==> src/rtl/pmode_pkg.sv <==
// Package: shared encodings for the operating-mode summary block.
// Assumes a 3-bit register index and 2-bit log2 size fields.
package pmode_pkg;

    localparam int IDX_W  = 3;
    localparam int SIZE_W = 2;
    localparam int CPL_W  = 2;

    localparam logic [IDX_W-1:0] IDX_EFER    = 3'd0;
    localparam logic [IDX_W-1:0] IDX_CR0     = 3'd1;
    localparam logic [IDX_W-1:0] IDX_CS_ATTR = 3'd2;
    localparam logic [IDX_W-1:0] IDX_SS_ATTR = 3'd3;
    localparam logic [IDX_W-1:0] IDX_FLAGS   = 3'd4;
    localparam logic [IDX_W-1:0] IDX_SUMMARY = 3'd5;

    typedef enum logic [2:0] {
        SUB_REAL   = 3'd0,
        SUB_PROT   = 3'd1,
        SUB_V86    = 3'd2,
        SUB_COMPAT = 3'd3,
        SUB_WIDE   = 3'd4
    } submode_e;

    // Segment attribute word: default size, long bit, privilege.
    typedef struct packed {
        logic             def_size;
        logic             long_seg;
        logic [CPL_W-1:0] dpl;
    } seg_attr_t;

    localparam int SEG_W = $bits(seg_attr_t);

    // Summary word; the first field is the most significant.
    typedef struct packed {
        logic [SIZE_W-1:0] stack_sz;
        logic [SIZE_W-1:0] alt_addr;
        logic [SIZE_W-1:0] def_addr;
        logic [SIZE_W-1:0] alt_op;
        logic [SIZE_W-1:0] def_op;
        logic              prot_en;
        logic              page_en;
        logic [CPL_W-1:0]  cpl;
        submode_e          submode;
        logic              long_mode;
    } summary_t;

    localparam int SUM_W = $bits(summary_t);

endpackage

==> src/rtl/pmode_src_regs.sv <==
// Module: stores the source state the summary is built from, and
// provides the post-write (next) view of it for the recompute.
// Applies the paging-toggle side effect on the long-mode-active bit.
// Assumes only one register is written per cycle.
module pmode_src_regs
    import pmode_pkg::*;
#(
    parameter int DATA_W  = 32,
    parameter int LME_BIT = 8,
    parameter int LMA_BIT = 10,
    parameter int PE_BIT  = 0,
    parameter int PG_BIT  = 31,
    parameter int VM_BIT  = 17
) (
    input  logic              clk,
    input  logic              rst_n,
    input  logic              wr_en,
    input  logic [IDX_W-1:0]  wr_sel,
    input  logic [DATA_W-1:0] wr_data,
    output logic [DATA_W-1:0] efer_q,
    output logic              lma_nx,
    output logic              pe_nx,
    output logic              pg_nx,
    output logic              vm_nx,
    output seg_attr_t         cs_nx,
    output logic              ss_def_nx
);

    logic [DATA_W-1:0] efer_nx;
    logic              pe_q, pg_q, vm_q, ss_def_q;
    seg_attr_t         cs_q;

    // Merge the current write into the stored state.
    always_comb begin
        efer_nx   = efer_q;
        pe_nx     = pe_q;
        pg_nx     = pg_q;
        vm_nx     = vm_q;
        cs_nx     = cs_q;
        ss_def_nx = ss_def_q;
        if (wr_en) begin
            case (wr_sel)
                IDX_EFER: efer_nx = wr_data;
                IDX_CR0: begin
                    pe_nx = wr_data[PE_BIT];
                    pg_nx = wr_data[PG_BIT];
                    if (efer_q[LME_BIT] && (pg_q != wr_data[PG_BIT]))
                        efer_nx[LMA_BIT] = wr_data[PG_BIT];
                end
                IDX_CS_ATTR: cs_nx = seg_attr_t'(wr_data[SEG_W-1:0]);
                IDX_SS_ATTR: ss_def_nx = wr_data[SEG_W-1];
                IDX_FLAGS:   vm_nx = wr_data[VM_BIT];
                default: ;
            endcase
        end
    end

    assign lma_nx = efer_nx[LMA_BIT];

    // Hold the source state; cleared by reset.
    always_ff @(posedge clk) begin
        if (!rst_n) begin
            efer_q   <= '0;
            pe_q     <= 1'b0;
            pg_q     <= 1'b0;
            vm_q     <= 1'b0;
            cs_q     <= '0;
            ss_def_q <= 1'b0;
        end else begin
            efer_q   <= efer_nx;
            pe_q     <= pe_nx;
            pg_q     <= pg_nx;
            vm_q     <= vm_nx;
            cs_q     <= cs_nx;
            ss_def_q <= ss_def_nx;
        end
    end

    AST_LMA_FOLLOWS_PG: assert property (@(posedge clk) disable iff (!rst_n)
        (wr_en && wr_sel == IDX_CR0 && efer_q[LME_BIT] && (pg_q != wr_data[PG_BIT]))
        |=> efer_q[LMA_BIT] == $past(wr_data[PG_BIT]));

    AST_LMA_KEPT: assert property (@(posedge clk) disable iff (!rst_n)
        (wr_en && wr_sel == IDX_CR0 && !efer_q[LME_BIT])
        |=> $stable(efer_q));

endmodule

==> src/rtl/pmode_classify.sv <==
// Module: derives the mode and submode from the post-write sources.
// Purely combinational; the caller registers the result.
module pmode_classify
    import pmode_pkg::*;
(
    input  logic     lma,
    input  logic     pe,
    input  logic     vm,
    input  logic     cs_long,
    output logic     long_mode,
    output submode_e submode
);

    // Pick mode first, then the submode within it.
    always_comb begin
        if (lma) begin
            long_mode = 1'b1;
            submode   = cs_long ? SUB_WIDE : SUB_COMPAT;
        end else begin
            long_mode = 1'b0;
            if (!pe)
                submode = SUB_REAL;
            else if (vm)
                submode = SUB_V86;
            else
                submode = SUB_PROT;
        end
    end

endmodule

==> src/rtl/pmode_size_derive.sv <==
// Module: derives operand, address and stack log2 sizes from the
// submode and the two segment default-size bits. Combinational.
module pmode_size_derive
    import pmode_pkg::*;
(
    input  submode_e          submode,
    input  logic              cs_def,
    input  logic              ss_def,
    output logic [SIZE_W-1:0] def_op,
    output logic [SIZE_W-1:0] alt_op,
    output logic [SIZE_W-1:0] def_addr,
    output logic [SIZE_W-1:0] alt_addr,
    output logic [SIZE_W-1:0] stack_sz
);

    localparam logic [SIZE_W-1:0] SZ2 = SIZE_W'(1);
    localparam logic [SIZE_W-1:0] SZ4 = SIZE_W'(2);
    localparam logic [SIZE_W-1:0] SZ8 = SIZE_W'(3);

    logic wide;
    assign wide = (submode == SUB_WIDE);

    // Operand sizes: 4-byte default for wide code or 32-bit segments.
    always_comb begin
        if (wide || cs_def) begin
            def_op = SZ4;
            alt_op = SZ2;
        end else begin
            def_op = SZ2;
            alt_op = SZ4;
        end
    end

    // Address sizes: 8-byte default only in the wide submode.
    always_comb begin
        if (wide) begin
            def_addr = SZ8;
            alt_addr = SZ4;
        end else if (cs_def) begin
            def_addr = SZ4;
            alt_addr = SZ2;
        end else begin
            def_addr = SZ2;
            alt_addr = SZ4;
        end
    end

    // Stack size follows the stack segment outside the wide submode.
    always_comb begin
        if (wide)
            stack_sz = SZ8;
        else if (ss_def)
            stack_sz = SZ4;
        else
            stack_sz = SZ2;
    end

endmodule

==> src/rtl/cpu_mode_summary.sv <==
// Module: top of the operating-mode summary block. Holds the source
// registers, recomputes the packed summary on the writes that affect
// it, and exposes the summary and extended-feature word for reading.
// Assumes writes arrive one per cycle on a single port.
module cpu_mode_summary
    import pmode_pkg::*;
#(
    parameter int DATA_W  = 32,
    parameter int LME_BIT = 8,
    parameter int LMA_BIT = 10,
    parameter int PE_BIT  = 0,
    parameter int PG_BIT  = 31,
    parameter int VM_BIT  = 17
) (
    input  logic              clk,
    input  logic              rst_n,
    input  logic              wr_en,
    input  logic [IDX_W-1:0]  wr_sel,
    input  logic [DATA_W-1:0] wr_data,
    output logic [SUM_W-1:0]  summary_q,
    output logic [DATA_W-1:0] efer_q
);

    logic      lma_nx, pe_nx, pg_nx, vm_nx, ss_def_nx;
    seg_attr_t cs_nx;
    logic      long_mode;
    submode_e  submode;
    logic [SIZE_W-1:0] def_op, alt_op, def_addr, alt_addr, stack_sz;
    summary_t  summary_nx, summary_r;
    logic      recompute;

    pmode_src_regs #(
        .DATA_W(DATA_W), .LME_BIT(LME_BIT), .LMA_BIT(LMA_BIT),
        .PE_BIT(PE_BIT), .PG_BIT(PG_BIT), .VM_BIT(VM_BIT)
    ) src_i (
        .clk(clk), .rst_n(rst_n), .wr_en(wr_en), .wr_sel(wr_sel),
        .wr_data(wr_data), .efer_q(efer_q), .lma_nx(lma_nx),
        .pe_nx(pe_nx), .pg_nx(pg_nx), .vm_nx(vm_nx), .cs_nx(cs_nx),
        .ss_def_nx(ss_def_nx)
    );

    pmode_classify cls_i (
        .lma(lma_nx), .pe(pe_nx), .vm(vm_nx), .cs_long(cs_nx.long_seg),
        .long_mode(long_mode), .submode(submode)
    );

    pmode_size_derive siz_i (
        .submode(submode), .cs_def(cs_nx.def_size), .ss_def(ss_def_nx),
        .def_op(def_op), .alt_op(alt_op), .def_addr(def_addr),
        .alt_addr(alt_addr), .stack_sz(stack_sz)
    );

    // Writes that refresh the summary.
    always_comb begin
        recompute = 1'b0;
        if (wr_en) begin
            case (wr_sel)
                IDX_CR0, IDX_CS_ATTR, IDX_SS_ATTR, IDX_SUMMARY: recompute = 1'b1;
                default: recompute = 1'b0;
            endcase
        end
    end

    // Assemble the candidate summary word.
    always_comb begin
        summary_nx.long_mode = long_mode;
        summary_nx.submode   = submode;
        summary_nx.cpl       = cs_nx.dpl;
        summary_nx.page_en   = pg_nx;
        summary_nx.prot_en   = pe_nx;
        summary_nx.def_op    = def_op;
        summary_nx.alt_op    = alt_op;
        summary_nx.def_addr  = def_addr;
        summary_nx.alt_addr  = alt_addr;
        summary_nx.stack_sz  = stack_sz;
    end

    // Summary register: zero on reset, loaded only on a recompute.
    always_ff @(posedge clk) begin
        if (!rst_n)
            summary_r <= '0;
        else if (recompute)
            summary_r <= summary_nx;
    end

    assign summary_q = summary_r;

    AST_RESET_CLEAR: assert property (@(posedge clk)
        !rst_n |=> (summary_q == '0 && efer_q == '0));

    AST_SUMMARY_HOLD: assert property (@(posedge clk) disable iff (!rst_n)
        (wr_en && (wr_sel == IDX_EFER || wr_sel == IDX_FLAGS || wr_sel > IDX_SUMMARY))
        |=> $stable(summary_q));

    AST_LONG_SUBMODE: assert property (@(posedge clk) disable iff (!rst_n)
        summary_r.long_mode |-> (summary_r.submode == SUB_WIDE ||
                                 summary_r.submode == SUB_COMPAT));

    AST_LEGACY_SUBMODE: assert property (@(posedge clk) disable iff (!rst_n)
        !summary_r.long_mode |-> (summary_r.submode == SUB_REAL ||
                                  summary_r.submode == SUB_PROT ||
                                  summary_r.submode == SUB_V86));

    AST_WIDE_SIZES: assert property (@(posedge clk) disable iff (!rst_n)
        (summary_r.submode == SUB_WIDE) |-> (summary_r.def_addr == 2'd3 &&
            summary_r.stack_sz == 2'd3 && summary_r.def_op == 2'd2));

    AST_CPL_TRACK: assert property (@(posedge clk) disable iff (!rst_n)
        (wr_en && wr_sel == IDX_CS_ATTR)
        |=> summary_r.cpl == $past(wr_data[CPL_W-1:0]));

endmodule

==> config.mk <==
export PLATFORM = sky130hd
export DESIGN_NAME = cpu_mode_summary
export DESIGN_NICKNAME = d
export VERILOG_FILES = /design/src/rtl/pmode_pkg.sv /design/src/rtl/pmode_src_regs.sv /design/src/rtl/pmode_classify.sv /design/src/rtl/pmode_size_derive.sv /design/src/rtl/cpu_mode_summary.sv
export SDC_FILE = /design/constraint.sdc
export NUM_CORES = 1
export LEC_CHECK = 0
export CAP_MARGIN = 10
export CORE_ASPECT_RATIO = 1.75
export CORE_MARGIN = 2
export CORE_UTILIZATION = 25
export CTS_BUF_LIST = sky130_fd_sc_hd__clkbuf_8
export DETAILED_ROUTE_END_ITERATION = 8
export SETUP_SLACK_MARGIN = 0.4
export SLEW_MARGIN = 25
export SYNTH_ARGS = -nofsm -noshare
export SYNTH_HDL_FRONTEND = slang
export SYNTH_SLANG_ARGS = --single-unit
==> constraint.sdc <==
create_clock -name clk -period 2.3 [get_ports clk]
set_input_delay 0.69 -clock clk [delete_from_list [all_inputs] [get_ports clk]]
set_output_delay 0.69 -clock clk [all_outputs]
set_load 0.02 [all_outputs]
==> results.py <==
metrics = {
    "worst_setup_path": {
        "critPathTopFamily": "buffers and inverters",
        "cp.depth": 7,
        "crit_path_top_delay_cell": "clkdlybuf4s50_1",
        "end_kind": "flip-flop",
        "crit_fanout": 3,
        "critPathBufInv": 3,
        "arrival_ps": 2040,
        "r2r_end": "summary_q[0]$_SDFFE_PN0P_",
        "cpMostUsedCell": "buf_4",
        "crit-reg2reg-launch": "src_i.efer_q[8]$_SDFFE_PN0P_",
        "regToRegSetupSlack_ps": 840,
        "endpoint": "summary_q[0]$_SDFFE_PN0P_",
        "required_ps": 2530,
        "critical_path.startpoint": "wr_data[10]",
        "path_cells": "clkdlybuf4s50_1 -> nor2b_1 -> mux2i_1 -> o21a_1 -> buf_4 -> buf_4 -> a211oi_1",
        "cpPeakStageDelay_ps": 450,
        "worstSetupStartpointType": "input port",
        "crit_type": "in -> reg",
        "ff2ff_path_depth": 6,
    },
    "placed_design": {
        "dpl.cell_count": 439,
        "place_ws_ps": -339,
        "io_buffers": 87,
        "dp_hpwl_um": 4140,
        "gp_congestion": 0.750,
    },
    "die": {
        "fp.dieArea_um2": 9310,
        "die_w_um": 73.8,
        "ioPinCount": 88,
        "core_um2": 8310,
        "fp-row-count": 44,
        "die_h_um": 126,
        "start_util_pct": 25.6,
    },
    "grt": {
        "grt_pass1_wl_um": 9310,
        "overflow": 0,
        "grt.total_usage_pct": 13.1,
        "grt_max_degree": 54,
        "first_global_vias": 1911,
        "antenna_found_initial": 0,
    },
    "clock_network": {
        "cts_buffers": 5,
        "cts_hold_buf": 0,
        "cts_tree": "yes",
        "cts_sinks": 54,
        "path_clk_slew_ps": 90,
        "clock_path_buffers": 2,
        "htree_levels": 2,
        "clock_latency_ps": 310,
        "cts-root-buf": "clkbuf_8",
    },
    "hold_path": {
        "hold_path_class": "reg -> reg",
    },
    "synthesis": {
        "synthCells": 238,
        "synth.cell_area_um2": 2130,
        "synth_cell_types": 29,
        "ys_warn_count": 0,
        "avgSynthCellArea_um2": 8.96,
        "ys_seq_area_share_pct": 50.7,
        "ys_ff_latch": 54,
        "synth_nets": 276,
    },
    "sta": {
        "setup_viol": 0,
        "fin_ws_ps": 492,
        "rsz0062_at_grt": "false",
        "slew_headroom_pct": 75.1,
        "fin_crit_ps": 1810,
        "hold_viol": 0,
        "post-route-period-util_pct": 78.6,
        "max_freq_mhz": 553,
        "tightest_slew_ps": 372,
        "slew_violations": 0,
        "fin_skew_ps": 4.20,
    },
    "final_layout": {
        "fin_util_pct": 40.1,
        "synthToLayoutAreaGrowth_pct": 56.2,
        "final_layout_size_suffix_gt1_share_pct": 14.0,
        "final_cells": 450,
        "insertedDiodeCount": 0,
        "layout.nets": 372,
    },
    "routing": {
        "firstDrtPassIters": 5,
        "routed_wl_um": 5800,
        "ant_nets": 0,
        "first_iter_violations": 87,
        "routed_via_density": 4.26,
        "drc": 0,
        "vias": 1918,
        "wl_per_cell_um": 12.9,
    },
    "flow_run": {
        "cap_viol_max_count": 0,
    },
    "power_and_ir_drop": {
        "powerDensity_nw_per_um2": 546,
        "vdd_drop_max_v": 0.000276,
        "p_leak_nw": 1.44,
    },
    "run_status": {
        "status": "completed",
    },
}
==> per-stage QoR <==
| stage | instance area, um2 | hold slack [ps] | power [W] | setup TNS [ps] |
|---|---|---|---|---|
| 4_1_cts | 3320 | 468 | 0.00184 | 0 |
| 6_report | 3330 | 463 | 0.00182 | 0 |
| 3_3_place_gp | 3260 | 450 | 0.00131 | -2490 |
| 2_1_floorplan | 2150 | 478 | 0.00114 | 0 |
| 5_1_grt | 3330 | 483 | 0.00190 | 0 |
| 3_5_place_dp | 3260 | 457 | 0.00131 | -3390 |
==> cell usage after synthesis <==
cell type,number,share of area (%)
buf_2,3,0.70
a32o_1,1,0.47
buf_4,4,1.4
o211a_1,2,0.94
mux2i_1,11,5.2
o21a_1,2,0.70
nor3_1,1,0.23
inv_1,1,0.18
nand3_1,3,0.70
nor2_1,6,1.1
o221a_2,2,1.1
o21ai_0,7,1.6
clkbuf_1,14,2.5
a21boi_0,31,11
and2_1,1,0.29
nor3b_4,1,0.88
nand2b_2,1,0.41
o21ai_1,2,0.47
and4bb_2,1,0.59
a211oi_1,4,1.4
nor3b_1,1,0.35
nor4bb_1,1,0.47
nand2_1,67,12
nor2b_1,11,3.2
nand4b_1,1,0.41
dfxtp_1,54,51
a21oi_1,3,0.70
or3_1,1,0.29
o211ai_1,1,0.35
==> routing by layer <==
layer	GRT usage, %	vias up	part of all wire, %	routed length, um
li1	-	977	-	-
met3	2.48	5	3.3	189
met1	13.8	889	39	2270
met2	24.2	47	56	3220
met5	0	-	0	0
met4	5.45	0	1.9	112
==> power by group <==
part           internal (W)  total (W)  switching, W  leakage, nW
Combinational      0.000150   0.000285      0.000136        0.945
Clock              0.000239   0.000553      0.000314       0.0524
Sequential         0.000964   0.000980     0.0000160        0.439
Total               0.00135    0.00182      0.000465         1.44
==> worst register-to-register path, cell delays in order, from the launching register on <==
cell      delay (ps)
dfxtp_1          420
nor2b_1          150
o21ai_1           80
o21a_1           230
buf_4            160
buf_4            130
a211oi_1         220
==> cells by family (layout without fill, tap and decap cells) <==
group                  Yosys count  count (layout)  share of synthesized area [%]
buffers and inverters           22             119                           4.75
muxes                           11              11                           5.16
and+or+nand+nor                 96              96                           20.7
AOI/OAI and AO/OA               55              55                           18.7
DFF                             54              54                           50.7
==> sequential cells by signal (all words and copies together) (netlist names) <==
register and flops:
src_i.efer_q 32, src_i.vm_q 1, src_i.pe_q 1, src_i.pg_q 1
src_i.cs_q 4, src_i.ss_def_q 1, summary_q 14
==> layout make-up <==
| type | instances | area (um2) |
|---|---|---|
| fill | 873 | 4980 |
| inverter | 1 | 3.75 |
| timing repair buffer | 110 | 1010 |
| tap | 115 | 144 |
| sequential | 54 | 1080 |
| clock buffer | 6 | 82.6 |
| multi-input combinational | 162 | 1000 |
| clock inverter | 2 | 8.76 |
==> how the worst min path moves through the flow <==
| stage | from | endpoint | slack (ps) | cells after the start |
|---|---|---|---|---|
| 2_1_floorplan | src_i.cs_q[0]$_SDFF_PN0_ | src_i.cs_q[0]$_SDFF_PN0_ | 480 | 2 |
| 3_5_place_dp | src_i.efer_q[5]$_SDFFE_PN0P_ | src_i.efer_q[5]$_SDFFE_PN0P_ | 460 | 2 |
| 3_3_place_gp | src_i.efer_q[16]$_SDFFE_PN0P_ | src_i.efer_q[16]$_SDFFE_PN0P_ | 450 | 2 |
| 6_report | src_i.efer_q[2]$_SDFFE_PN0P_ | src_i.efer_q[2]$_SDFFE_PN0P_ | 460 | 2 |
| 4_1_cts | src_i.efer_q[5]$_SDFFE_PN0P_ | src_i.efer_q[5]$_SDFFE_PN0P_ | 470 | 2 |
| 5_1_grt | src_i.efer_q[31]$_SDFFE_PN0P_ | src_i.efer_q[31]$_SDFFE_PN0P_ | 480 | 2 |
==> placed cells by master, fill, tap and decap left out, types with 3 or more instances in the layout <==
| master | synthesis | final |
|---|---|---|
| nand2_1 | 67 | 67 |
| clkbuf_8 | 0 | 6 |
| o21ai_0 | 7 | 5 |
| nor2b_1 | 11 | 11 |
| dlygate4sd2_1 | 0 | 50 |
| clkbuf_2 | 0 | 3 |
| nand3_1 | 3 | 3 |
| a21oi_1 | 3 | 3 |
| nor2_1 | 6 | 6 |
| a211oi_1 | 4 | 3 |
| a21boi_0 | 31 | 31 |
| clkdlybuf4s50_1 | 0 | 33 |
| buf_12 | 0 | 4 |
| buf_4 | 4 | 19 |
| mux2i_2 | 0 | 3 |
| dfxtp_1 | 54 | 54 |
| mux2i_1 | 11 | 8 |
| o21ai_1 | 2 | 3 |
==> timing repair <==
action,in CTS,in global routing
pin swaps,1,2
endpoints found under the setup margin,101,13
cloned,0,0
gates resized for setup,59,14
setup buffers,2,1
(Power assumes the default switching activity.)
